--- src/rtl/lcd_tc_pkg.sv ---
package lcd_tc_pkg;
  localparam int unsigned FW     = 16;
  localparam int unsigned DW     = 2 * FW;
  localparam int unsigned AW     = 4;
  localparam int unsigned DIVW   = 8;
  localparam int unsigned MODEW  = 4;
  localparam int unsigned NSTAGE = 3;
  localparam int unsigned CW     = FW + 3;

  typedef enum logic [AW-1:0] {
    A_CLKCFG   = 4'd0,
    A_SYNCW    = 4'd1,
    A_VPORCH   = 4'd2,
    A_HPORCH   = 4'd3,
    A_ACTIVE   = 4'd4,
    A_OUTCFG   = 4'd5,
    A_STG_ON   = 4'd6,
    A_STG_OFF  = 4'd7,
    A_STG_STAT = 4'd8,
    A_IRQ_ON   = 4'd9,
    A_IRQ_OFF  = 4'd10,
    A_IRQ_MASK = 4'd11
  } reg_addr_e;

  localparam int unsigned STG_CLK  = 0;
  localparam int unsigned STG_SYNC = 1;
  localparam int unsigned STG_DISP = 2;

  typedef struct packed {
    logic [CW-1:0] sync_len;
    logic [CW-1:0] bp_len;
    logic [CW-1:0] act_len;
    logic [CW-1:0] fp_len;
  } axis_t;

  typedef struct packed {
    logic [DIVW-1:0]  div;
    logic             base_x2;
    logic             clk_fall;
    logic             hs_low;
    logic             vs_low;
    logic [MODEW-1:0] mode;
    axis_t            h;
    axis_t            v;
  } cfg_t;

  // stored value is length minus one
  function automatic logic [CW-1:0] len_m1(input logic [FW-1:0] f);
    return CW'(f) + CW'(1);
  endfunction

  // stored value is the length itself
  function automatic logic [CW-1:0] len_raw(input logic [FW-1:0] f);
    return CW'(f);
  endfunction

  function automatic logic [CW-1:0] axis_total(input axis_t a);
    return a.sync_len + a.bp_len + a.act_len + a.fp_len;
  endfunction

  function automatic logic [CW-1:0] axis_act_start(input axis_t a);
    return a.sync_len + a.bp_len;
  endfunction

  function automatic logic [DIVW-1:0] eff_div(input logic [DIVW-1:0] d);
    return (d < DIVW'(2)) ? DIVW'(2) : d;
  endfunction
endpackage

--- src/rtl/lcd_tc_regs.sv ---
module lcd_tc_regs
  import lcd_tc_pkg::*;
(
  input  logic              clk,
  input  logic              rst_n,
  input  logic              wr_en,
  input  logic [AW-1:0]     addr,
  input  logic [DW-1:0]     wdata,
  input  logic [NSTAGE-1:0] stage_stat,
  output logic [DW-1:0]     rdata,
  output cfg_t              cfg,
  output logic [NSTAGE-1:0] on_req,
  output logic [NSTAGE-1:0] off_req,
  output logic              irq_mask
);
  logic [DIVW-1:0]  r_div;
  logic             r_base_x2, r_clk_fall, r_hs_low, r_vs_low;
  logic [MODEW-1:0] r_mode;
  logic [DW-1:0]    r_syncw, r_vporch, r_hporch, r_active;

  always_ff @(posedge clk or negedge rst_n) begin
    if (!rst_n) begin
      r_div      <= '0;
      r_base_x2  <= 1'b0;
      r_clk_fall <= 1'b0;
      r_hs_low   <= 1'b0;
      r_vs_low   <= 1'b0;
      r_mode     <= '0;
      r_syncw    <= '0;
      r_vporch   <= '0;
      r_hporch   <= '0;
      r_active   <= '0;
      irq_mask   <= 1'b0;
    end else if (wr_en) begin
      case (addr)
        A_CLKCFG: begin
          r_div      <= wdata[DIVW-1:0];
          r_base_x2  <= wdata[8];
          r_clk_fall <= wdata[9];
        end
        A_SYNCW:  r_syncw  <= wdata;
        A_VPORCH: r_vporch <= wdata;
        A_HPORCH: r_hporch <= wdata;
        A_ACTIVE: r_active <= wdata;
        A_OUTCFG: begin
          r_hs_low <= wdata[0];
          r_vs_low <= wdata[1];
          r_mode   <= wdata[8 +: MODEW];
        end
        A_IRQ_ON:  if (wdata[0]) irq_mask <= 1'b1;
        A_IRQ_OFF: if (wdata[0]) irq_mask <= 1'b0;
        default: ;
      endcase
    end
  end

  assign on_req  = (wr_en && addr == A_STG_ON)  ? wdata[NSTAGE-1:0] : '0;
  assign off_req = (wr_en && addr == A_STG_OFF) ? wdata[NSTAGE-1:0] : '0;

  always_comb begin
    cfg          = '0;
    cfg.div      = r_div;
    cfg.base_x2  = r_base_x2;
    cfg.clk_fall = r_clk_fall;
    cfg.hs_low   = r_hs_low;
    cfg.vs_low   = r_vs_low;
    cfg.mode     = r_mode;
    cfg.h.sync_len = len_m1(r_syncw[FW-1:0]);
    cfg.v.sync_len = len_m1(r_syncw[DW-1:FW]);
    cfg.v.fp_len   = len_m1(r_vporch[FW-1:0]);
    cfg.v.bp_len   = len_raw(r_vporch[DW-1:FW]);
    cfg.h.fp_len   = len_m1(r_hporch[FW-1:0]);
    cfg.h.bp_len   = len_m1(r_hporch[DW-1:FW]);
    cfg.h.act_len  = len_m1(r_active[FW-1:0]);
    cfg.v.act_len  = len_m1(r_active[DW-1:FW]);
  end

  always_comb begin
    rdata = '0;
    case (addr)
      A_CLKCFG:   rdata = DW'({r_clk_fall, r_base_x2, r_div});
      A_SYNCW:    rdata = r_syncw;
      A_VPORCH:   rdata = r_vporch;
      A_HPORCH:   rdata = r_hporch;
      A_ACTIVE:   rdata = r_active;
      A_OUTCFG:   rdata = DW'({r_mode, 6'd0, r_vs_low, r_hs_low});
      A_STG_STAT: rdata = DW'(stage_stat);
      A_IRQ_MASK: rdata = DW'(irq_mask);
      default:    rdata = '0;
    endcase
  end

  // a mask-off write always leaves the mask clear
  a_r10_mask_off: assert property (@(posedge clk) disable iff (!rst_n)
    (wr_en && addr == A_IRQ_OFF && wdata[0]) |=> !irq_mask);
endmodule

--- src/rtl/lcd_tc_stage_seq.sv ---
module lcd_tc_stage_seq
  import lcd_tc_pkg::*;
#(
  parameter int unsigned LAT = 4
) (
  input  logic              clk,
  input  logic              rst_n,
  input  logic [NSTAGE-1:0] on_req,
  input  logic [NSTAGE-1:0] off_req,
  output logic [NSTAGE-1:0] running
);
  localparam int unsigned LW = $clog2(LAT + 1);

  logic [NSTAGE-1:0] busy, target, acc_on, acc_off, lower_ok, upper_clear;

  for (genvar k = 0; k < NSTAGE; k++) begin : g_stg
    logic [LW-1:0] cnt;

    if (k == 0) begin : g_bottom
      assign lower_ok[k] = 1'b1;
    end else begin : g_mid_lo
      assign lower_ok[k] = running[k-1] & ~busy[k-1];
    end

    if (k == NSTAGE - 1) begin : g_top
      assign upper_clear[k] = 1'b1;
    end else begin : g_mid_hi
      assign upper_clear[k] = ~running[k+1] & ~busy[k+1];
    end

    assign acc_on[k]  = on_req[k] & lower_ok[k] & ~busy[k];
    assign acc_off[k] = off_req[k] & upper_clear[k] & ~busy[k] & ~acc_on[k];

    always_ff @(posedge clk or negedge rst_n) begin
      if (!rst_n) begin
        busy[k]    <= 1'b0;
        target[k]  <= 1'b0;
        running[k] <= 1'b0;
        cnt        <= '0;
      end else if (acc_on[k] || acc_off[k]) begin
        busy[k]   <= 1'b1;
        target[k] <= acc_on[k];
        cnt       <= LW'(LAT);
      end else if (busy[k]) begin
        if (cnt <= LW'(1)) begin
          busy[k]    <= 1'b0;
          running[k] <= target[k];
        end else begin
          cnt <= cnt - LW'(1);
        end
      end
    end

    // a status bit moves only at the end of a pending request
    a_r5_no_spont: assert property (@(posedge clk) disable iff (!rst_n)
      !$past(busy[k]) |-> $stable(running[k]));

    if (k > 0) begin : g_chain
      // an upper stage never runs above a stopped one
      a_r3_chain: assert property (@(posedge clk) disable iff (!rst_n)
        running[k] |-> running[k-1]);
    end
  end
endmodule

--- src/rtl/lcd_tc_pixclk.sv ---
module lcd_tc_pixclk
  import lcd_tc_pkg::*;
(
  input  logic            clk,
  input  logic            rst_n,
  input  logic            run,
  input  logic [DIVW-1:0] div,
  input  logic            base_x2,
  input  logic            clk_fall,
  output logic            pix_ce,
  output logic            pix_clk_o
);
  localparam int unsigned AccW = DIVW + 1;

  logic [AccW-1:0] acc, sum, rem, d;
  logic            hit, ce_q;

  assign d   = AccW'(eff_div(div));
  assign sum = acc + (base_x2 ? AccW'(2) : AccW'(1));
  assign hit = sum >= d;
  assign rem = sum - d;

  always_ff @(posedge clk or negedge rst_n) begin
    if (!rst_n) begin
      acc  <= '0;
      ce_q <= 1'b0;
    end else if (!run) begin
      acc  <= '0;
      ce_q <= 1'b0;
    end else begin
      ce_q <= hit;
      if (hit) acc <= (rem >= d) ? '0 : rem;
      else     acc <= sum;
    end
  end

  assign pix_ce    = ce_q & run;
  assign pix_clk_o = run & (ce_q ^ clk_fall);

  // with unit step the floor of 2 forbids back-to-back pixel steps
  a_r6_div_floor: assert property (@(posedge clk) disable iff (!rst_n)
    ($past(pix_ce) && $past(run) && run && !base_x2 && !$past(base_x2)
     && $past(div) == div && $past(acc) < $past(d)) |-> !pix_ce);
endmodule

--- src/rtl/lcd_tc_raster.sv ---
module lcd_tc_raster
  import lcd_tc_pkg::*;
(
  input  logic  clk,
  input  logic  rst_n,
  input  logic  sync_run,
  input  logic  disp_run,
  input  logic  pix_ce,
  input  axis_t h,
  input  axis_t v,
  input  logic  hs_low,
  input  logic  vs_low,
  input  logic  irq_mask,
  output logic  hsync_o,
  output logic  vsync_o,
  output logic  de_o,
  output logic  sof_o
);
  logic [CW-1:0] hcnt, vcnt, htot, vtot, h_as, v_as;
  logic step, h_last, v_last, sof_q;
  logic h_in_sync, v_in_sync, h_in_act, v_in_act;

  assign htot   = axis_total(h);
  assign vtot   = axis_total(v);
  assign h_as   = axis_act_start(h);
  assign v_as   = axis_act_start(v);
  assign step   = sync_run & pix_ce;
  assign h_last = hcnt >= htot - CW'(1);
  assign v_last = vcnt >= vtot - CW'(1);

  always_ff @(posedge clk or negedge rst_n) begin
    if (!rst_n) begin
      hcnt  <= '0;
      vcnt  <= '0;
      sof_q <= 1'b0;
    end else if (!sync_run) begin
      hcnt  <= '0;
      vcnt  <= '0;
      sof_q <= 1'b0;
    end else begin
      sof_q <= step & h_last & v_last;
      if (step) begin
        if (h_last) begin
          hcnt <= '0;
          vcnt <= v_last ? '0 : vcnt + CW'(1);
        end else begin
          hcnt <= hcnt + CW'(1);
        end
      end
    end
  end

  assign h_in_sync = sync_run & (hcnt < h.sync_len);
  assign v_in_sync = sync_run & (vcnt < v.sync_len);
  assign h_in_act  = (hcnt >= h_as) && (hcnt < h_as + h.act_len);
  assign v_in_act  = (vcnt >= v_as) && (vcnt < v_as + v.act_len);

  assign hsync_o = h_in_sync ^ hs_low;
  assign vsync_o = v_in_sync ^ vs_low;
  assign de_o    = disp_run & h_in_act & v_in_act;
  assign sof_o   = sof_q & irq_mask;

  // data enable never overlaps the horizontal sync pulse
  a_r8_de_not_in_sync: assert property (@(posedge clk) disable iff (!rst_n)
    de_o |-> !h_in_sync);
  // start of frame lands on the first pixel of both sync regions
  a_r10_sof_at_sync: assert property (@(posedge clk) disable iff (!rst_n)
    sof_q |-> (h_in_sync && v_in_sync));
  // the pulse lasts one cycle
  a_r10_sof_single: assert property (@(posedge clk) disable iff (!rst_n)
    sof_q |=> !sof_q);
endmodule

--- src/rtl/lcd_timing_ctrl.sv ---
module lcd_timing_ctrl
  import lcd_tc_pkg::*;
#(
  parameter int unsigned STAGE_LAT = 4
) (
  input  logic             clk,
  input  logic             rst_n,
  input  logic             wr_en,
  input  logic [AW-1:0]    addr,
  input  logic [DW-1:0]    wdata,
  output logic [DW-1:0]    rdata,
  output logic             pix_ce,
  output logic             pix_clk_o,
  output logic             hsync_o,
  output logic             vsync_o,
  output logic             de_o,
  output logic             sof_irq_o,
  output logic [MODEW-1:0] out_mode
);
  cfg_t              cfg;
  logic [NSTAGE-1:0] on_req, off_req, running;
  logic              irq_mask;

  lcd_tc_regs u_regs (
    .clk(clk), .rst_n(rst_n), .wr_en(wr_en), .addr(addr), .wdata(wdata),
    .stage_stat(running), .rdata(rdata), .cfg(cfg),
    .on_req(on_req), .off_req(off_req), .irq_mask(irq_mask)
  );

  lcd_tc_stage_seq #(.LAT(STAGE_LAT)) u_seq (
    .clk(clk), .rst_n(rst_n), .on_req(on_req), .off_req(off_req),
    .running(running)
  );

  lcd_tc_pixclk u_pix (
    .clk(clk), .rst_n(rst_n), .run(running[STG_CLK]), .div(cfg.div),
    .base_x2(cfg.base_x2), .clk_fall(cfg.clk_fall),
    .pix_ce(pix_ce), .pix_clk_o(pix_clk_o)
  );

  lcd_tc_raster u_ras (
    .clk(clk), .rst_n(rst_n), .sync_run(running[STG_SYNC]),
    .disp_run(running[STG_DISP]), .pix_ce(pix_ce), .h(cfg.h), .v(cfg.v),
    .hs_low(cfg.hs_low), .vs_low(cfg.vs_low), .irq_mask(irq_mask),
    .hsync_o(hsync_o), .vsync_o(vsync_o), .de_o(de_o), .sof_o(sof_irq_o)
  );

  assign out_mode = cfg.mode;

  // no pixel activity while the clock stage is stopped
  a_r7_clk_idle: assert property (@(posedge clk) disable iff (!rst_n)
    !running[STG_CLK] |-> (!pix_ce && !pix_clk_o));
  // data enable only while the display stage runs
  a_r8_de_gate: assert property (@(posedge clk) disable iff (!rst_n)
    de_o |-> running[STG_DISP]);
endmodule

--- config.mk ---
export PLATFORM = sky130hd
export DESIGN_NAME = lcd_timing_ctrl
export DESIGN_NICKNAME = d
export VERILOG_FILES = /design/src/rtl/lcd_tc_pkg.sv /design/src/rtl/lcd_tc_regs.sv /design/src/rtl/lcd_tc_stage_seq.sv /design/src/rtl/lcd_tc_pixclk.sv /design/src/rtl/lcd_tc_raster.sv /design/src/rtl/lcd_timing_ctrl.sv
export SDC_FILE = /design/constraint.sdc
export NUM_CORES = 1
export LEC_CHECK = 0
export BUFFER_PORTS_ARGS = -buffer_cell sky130_fd_sc_hd__buf_2
export CAP_MARGIN = 20
export CORE_MARGIN = 1.5
export CORE_UTILIZATION = 30
export DETAILED_ROUTE_END_ITERATION = 6
export PLACE_DENSITY = 0.46
export SLEW_MARGIN = 5
export SYNTH_ARGS = -nofsm -noshare
export SYNTH_HDL_FRONTEND = slang
export SYNTH_SLANG_ARGS = --single-unit
--- constraint.sdc ---
create_clock -name clk -period 9.5 [get_ports clk]
set_input_delay 0 -clock clk [delete_from_list [all_inputs] [get_ports clk]]
set_output_delay 0 -clock clk [all_outputs]
set_load 0.02 [all_outputs]
-- Word-level counts from Yosys, hierarchy flattened
Cells that the tools add are included.
- word-level logic and storage cells: 187
- input bits: 39
- bits in registers: 212
- output and inout port bits: 42
- reductions and logical operators: 26
- add/subtract/negate cells: 22
- muxes and demuxes: 38
- bitwise gates (word level): 41
- equal/unequal tests: 18
- magnitude comparators: 14
- operators with widths (kind ; count):
    one-hot mux 32 bit (8 select lines) ; 1
    two-way mux 19 bit ; 7
    adder 16 x 1 -> 17 bit, second input constant ; 7
    adder 19 x 17 -> 19 bit ; 4
    >= comparator 19 bit ; 4
    adder 19 x 1 -> 19 bit, second input constant ; 2
    less-than comparator 19 x 17 -> 1 bit ; 2
    less-than comparator 19 bit ; 2
    subtractor 19 x 1 -> 19 bit, second input constant ; 2
    two-way mux 3 bit ; 11
    AND 1 bit ; 27
    two-way mux 9 bit ; 3
    AND reduction 2 bit ; 10
    adder 17 x 16 -> 18 bit ; 1
    adder 17 x 17 -> 18 bit ; 1
    >= comparator 9 x 8 -> 1 bit ; 2
    == test 4 x 3 -> 1 bit, second input constant ; 4
    == test 4 bit, second input constant ; 4
    two-way mux 1 bit ; 13
    inverter 1 bit ; 11
    inequality test 2 x 1 -> 1 bit, second input constant ; 5
    adder 9 bit ; 1
    less-or-equal comparator 3 x 1 -> 1 bit, second input constant ; 3
    AND reduction 3 bit ; 3
    15 further kinds ; 29

-- Logic depth before layout (Yosys ltp)
- depth after elaboration: 10
- gate-level depth with buffers: 36
- depth with buffers taken out: 35

-- Cells and area by module
Synthesis repeated with hierarchy kept, for this count alone.
- cell total of the unflattened synthesis: 2435
- area, all modules: 21803.4 µm²
- modules (own cells, without submodules) (module ; seq. area each (µm²) ; cells an instance ; times used ; area an instance (µm²)):
    lcd_tc_raster ; 975.9 ; 1371 ; 1 ; 10806.6
    lcd_tc_regs ; 3628.5 ; 813 ; 1 ; 8735.9
    lcd_tc_pixclk ; 250.2 ; 164 ; 1 ; 1352.5
    lcd_tc_stage_seq ; 450.4 ; 87 ; 1 ; 908.4

-- Worst setup path after synthesis
No wires, ideal clock.
- path type: register to register
- start: reg u_regs.r_syncw[16]
- end: reg u_ras.vcnt[11]
- setup time: 0.084 ns
- buffers on the path: 2
- period minus slack after synthesis: 6.721 ns
- data arrival time: 6.637 ns
- stages on the path, launching flop included: 34
- setup slack: 2.779 ns
- required time: 9.416 ns
- cell sequence: dfrtp_1 ha_1 clkbuf_1 xor2_1 ha_1 nor2b_1 nor3_1 nor2_1 o21ai_0 nand2b_1 xor2_1 ha_1 a21o_1 a211o_1 o22ai_1 a21oi_1 a21o_1 xor2_1 ha_1 nand2_1 o21ai_0 o2111ai_1 nand2_1 o21ai_0 a22o_1 a21o_1 ha_1 a2111o_1 a2111oi_0 a31oi_1 nor3_2 clkbuf_1 nand3b_1 a21boi_0
- longest elaborated chain between the ends: 10
- ends and longest elaborated chain (element ; line ; text):
    from (decl) ; lcd_tc_regs.sv:19 ; logic [DW-1:0] r_syncw, r_vporch, r_hporch, r_active;
    from (signal assigned) ; lcd_tc_regs.sv:41 ; A_SYNCW: r_syncw <= wdata;
    adder 16 x 1 -> 17 bit ; lcd_tc_pkg.sv:49 ; return CW'(f) + CW'(1);
    adder 17 x 16 -> 18 bit ; lcd_tc_pkg.sv:58 ; return a.sync_len + a.bp_len + a.act_len + a.fp_len;
    adder 19 x 17 -> 19 bit (2 in series) ; lcd_tc_pkg.sv:58 ;
    subtractor 19 x 1 -> 19 bit ; lcd_tc_raster.sv:29 ; assign v_last = vcnt >= vtot - CW'(1);
    >= comparator 19 bit ; lcd_tc_raster.sv:29 ;
    two-way mux 19 bit ; lcd_tc_raster.sv:45 ; vcnt <= v_last ? '0 : vcnt + CW'(1);
    two-way mux 19 bit ; lcd_tc_raster.sv:43 ; if (h_last) begin
    two-way mux 19 bit ; lcd_tc_raster.sv:42 ; if (step) begin
    two-way mux 19 bit ; lcd_tc_raster.sv:36 ; end else if (!sync_run) begin
    to (signal assigned) ; lcd_tc_raster.sv:45 ;
    to (decl) ; lcd_tc_raster.sv:19 ; logic [CW-1:0] hcnt, vcnt, htot, vtot, h_as, v_as;
Every way passes these cells. The select of a mux whose other input is x is not followed.
A chain may end at the register's enable or synchronous reset.

-- Final worst setup path
- start: reg u_regs.r_syncw[0]
- end: reg u_ras.hcnt[16]
- longest elaborated chain between the ends: 9
- ends and longest elaborated chain (element ; line ; text):
    adder 16 x 1 -> 17 bit ; lcd_tc_pkg.sv:49 ;
    adder 17 x 17 -> 18 bit ; lcd_tc_pkg.sv:58 ;
    adder 19 x 17 -> 19 bit (2 in series) ; lcd_tc_pkg.sv:58 ;
    subtractor 19 x 1 -> 19 bit ; lcd_tc_raster.sv:28 ; assign h_last = hcnt >= htot - CW'(1);
    >= comparator 19 bit ; lcd_tc_raster.sv:28 ;
    two-way mux 19 bit ; lcd_tc_raster.sv:43 ;
    two-way mux 19 bit ; lcd_tc_raster.sv:42 ;
    two-way mux 19 bit ; lcd_tc_raster.sv:36 ;
    to (signal assigned) ; lcd_tc_raster.sv:47 ; hcnt <= hcnt + CW'(1);
    to (decl) ; lcd_tc_raster.sv:19 ;
Every way passes these cells. The select of a mux whose other input is x is not followed.

==> metrics.txt <==
outcome finished clean; cts repair resizes 0; WL met2 between 20 and 25 mm; Slew HR 0.274; Sink Count 212; DRC 0; pwr/cell area ~400 mW/mm^2; share of layout cells above drive strength 1 0.145; commonest cells after routing, fill and taps aside 276 x ha_1, 212 x dfrtp_1, 161 x inv_1; area delta synth->final 14.4%; Netlist Area Pre-Place between 0.015 and 0.02 mm^2; Final HPWL DP between 40 and 50 mm; CTS Buffer Depth 3; compound-cell area share of the yosys netlist 0.175; M1 WL around 30 mm; crit-path most repeated cell ha_1; Setup Crit Path Kind reg2reg; Post-DRT Antenna Nets 0; crit path launch type register; CTS root buf clkbuf_16; First-pass DRT Iterations 7; Initial Utilization 0.305; Synth Area in Simple Gates 0.135; Clk pin slew, worst setup/hold paths ~0.060 ns; Max-Cap Viols 0; Fmax roughly 120 MHz; worst-margin pin slew between 1 and 1.5 ns; Via Count roughly 15000; fin cells 2912; Final GP Congestion roughly 0.89; r2r endpoint u_ras.hcnt[16]; Min-Delay Path Class in2async; Syn Area/Cell 9.29 um^2; number of global-route vias before repair approximately 15000; Post-Route WL 58.8 mm; initial antenna violation count 4; largest family of logic cells by synthesized area adder cells; CP max-delay cell a2111oi_0; setup clock skew after layout around 0.016 ns; Mapped Cells approximately 2000; largest stage delay on the critical path around 0.9 ns; Placed Cells ~2800; reg-to-reg startpoint u_regs.r_syncw[0]; largest cells by area after synthesis dfrtp_1 29%, ha_1 19%, mux2_2 9.0%, xor2_1 3.9%, inv_1 3.3%; FF-to-FF path depth 31; FF+latch count, synth between 200 and 250; YS warnings 0; CTS hold repair buffers 39; Final setup viols 0; total chip power slightly above 8 mW; total CTS buffers 27; largest net degree at the start of global routing 103; Max FO, Critical Path 15; die height 251 um; EDFF count, synth 0; mux cell area share after synthesis 0.0908; Setup crit end kind register; via density per instance 5.19; Crit path arrival time 8.83 ns; synth unique cells 66; post-synth top area cell dfrtp_1; Final Net Count between 2000 and 2500; Pins Over Slew Limit 0; Final Hold Fails 0; period utilization 0.876; Leak about 10 nW; die area around 0.063 mm^2; ys async rst share 1.00; post-CTS setup buffer count 0; Core Area just over 0.06 mm^2; reg-to-reg slack, setup 1.18 ns; I/O pin total 81; I/O Buffers 80; most common cell after layout, fill and taps aside ha_1; Filler cells roughly 6200; TritonCTS clock tree built; worst-skew pair later-pin latency a little under 0.6 ns; Sum Neg Setup Slack 0 ns; XOR/XNOR Fraction of Synth Area 0.0735; Final min period 8.32 ns; sequential-to-total area share from yosys stat 0.287; WP data required approximately 10 ns; DR WL/cell slightly above 20 um; first-pass GRT wire length 90.8 mm; Syn Nets about 2300; Die X between 200 and 300 um; RSZ-0062 raised after global routing no; row cnt 90; htree depth 1; top_reg_cell synth dfrtp_1; drt first-iter violations just under 1000; highest routed layer met5; Post-Synth Adder-Cell Area 0.196; Max VDD drop about 0.25 mV; Synth top area share 0.287; total grt overflow 0; WL met3 approximately 2.7 mm; gr usage total 0.187
==> routing by layer <==
| metal | vias up | global-route usage |
|---|---|---|
| li1 | 7446 | - |
| met5 | - | 0 |
| met3 | 69 | 0.0304 |
| met4 | 2 | 0.0525 |
| met2 | 292 | 0.283 |
| met1 | 7295 | 0.272 |
==> Yosys cell counts, types with 5 or more instances <==
library cell    n
o2111ai_1       9
clkbuf_1       27
nand2_1       129
and2_1          9
a22oi_1        59
nor4_1          7
or3_1           6
a21oi_1       109
a2111oi_0       8
a41oi_1         5
and3_1         40
inv_1         161
nor2b_1        28
o21bai_1       10
a32o_1          5
and4_1          6
nand3_1        52
nor2_1        100
o21a_1         38
o21ai_0       108
a211oi_1       10
buf_1          13
o211ai_1        8
xnor2_1        68
fa_1            8
ha_1          276
a21o_1         60
mux2_2        148
nand4_1        17
xor2_1         82
o22ai_1         6
nand3b_1       16
or4_1           5
dfrtp_1       212
nor3_1         26
a21boi_0       16
a31oi_1        14
nand2b_1       32
==> stage by stage <==
step / util / setup slack, ns / cell area, um^2 / hold slack (ns)
after CTS: 0.348 / 1.24 / 21100 / 0.103
after floorplan: - / 2.78 / 18500 / -0.296
after detailed placement: 0.327 / 1.29 / 19800 / 0.148
final: 0.349 / 1.18 / 21100 / 0.0551
after global placement: 0.327 / 1.41 / 19800 / 0.141
after global routing: 0.349 / 0.587 / 21100 / 0.162
==> report_power, final <==
part / switching [mW] / leakage, nW / total (mW) / internal, mW
logic: 3.34 / 7.24 / 5.91 / 2.57
registers: 0.253 / 2.69 / 1.33 / 1.08
clock network: 0.450 / 0.434 / 1.06 / 0.606
==> critical path, delay by kind of cell, from the launching register on <==
| family | cells | cell delay (ns) |
|---|---|---|
| adder cells (fa/ha/maj) | 5 | 1.52 |
| buffers and inverters | 2 | 0.57 |
| AND/OR/NAND/NOR | 9 | 1.42 |
| XOR/XNOR | 3 | 0.60 |
| flip-flops | 1 | 0.50 |
| AO/OA/AOI/OAI | 12 | 3.61 |
==> how the worst max path moves through the flow <==
stage                             from             end  slack [ns]  cells after the start
floorplan           u_regs.r_syncw[16]  u_ras.vcnt[11]        2.78                     33
global placement     u_regs.r_syncw[0]  u_ras.hcnt[16]        1.41                     30
detailed placement  u_regs.r_syncw[16]  u_ras.vcnt[16]        1.29                     31
CTS                 u_regs.r_syncw[16]  u_ras.vcnt[16]        1.24                     30
global route         u_regs.r_syncw[0]  u_ras.vcnt[15]        0.59                     33
finish               u_regs.r_syncw[0]  u_ras.hcnt[16]        1.18                     31
==> cells by family (layout without fill, tap and decap cells) <==
kind of cell / after synthesis / in the layout
compound gates: 494 / 494
buf+inv: 205 / 344
simple gates: 492 / 492
mux: 149 / 149
flops: 212 / 212
fa+ha+maj: 284 / 284
other cells: 1 / 3
xor+xnor: 152 / 152
==> flip-flops by register name, indices dropped and copies added (netlist names), 3 cells and up <==
name             count
u_pix.acc            9
u_ras.hcnt          19
u_ras.vcnt          19
u_regs.r_active     32
u_regs.r_div         8
u_regs.r_hporch     32
u_regs.r_mode        4
u_regs.r_syncw      32
u_regs.r_vporch     32
u_seq.busy           3
u_seq.g_stg.cnt      9
u_seq.running        3
u_seq.target         3
==> layout make-up <==
class	instances	area [um^2]	share of cell area
sequential	212	5310	0.251
inverter	161	604	0.0286
multi-input combinational	1572	12400	0.588
clock inverter	9	93.8	0.00444
clock buffer	40	795	0.0376
timing repair buffer	134	930	0.0440
tap	782	978	0.0463
antenna	2	5.00	0.000237
No activity file was read; power rests on OpenSTA's default activity.
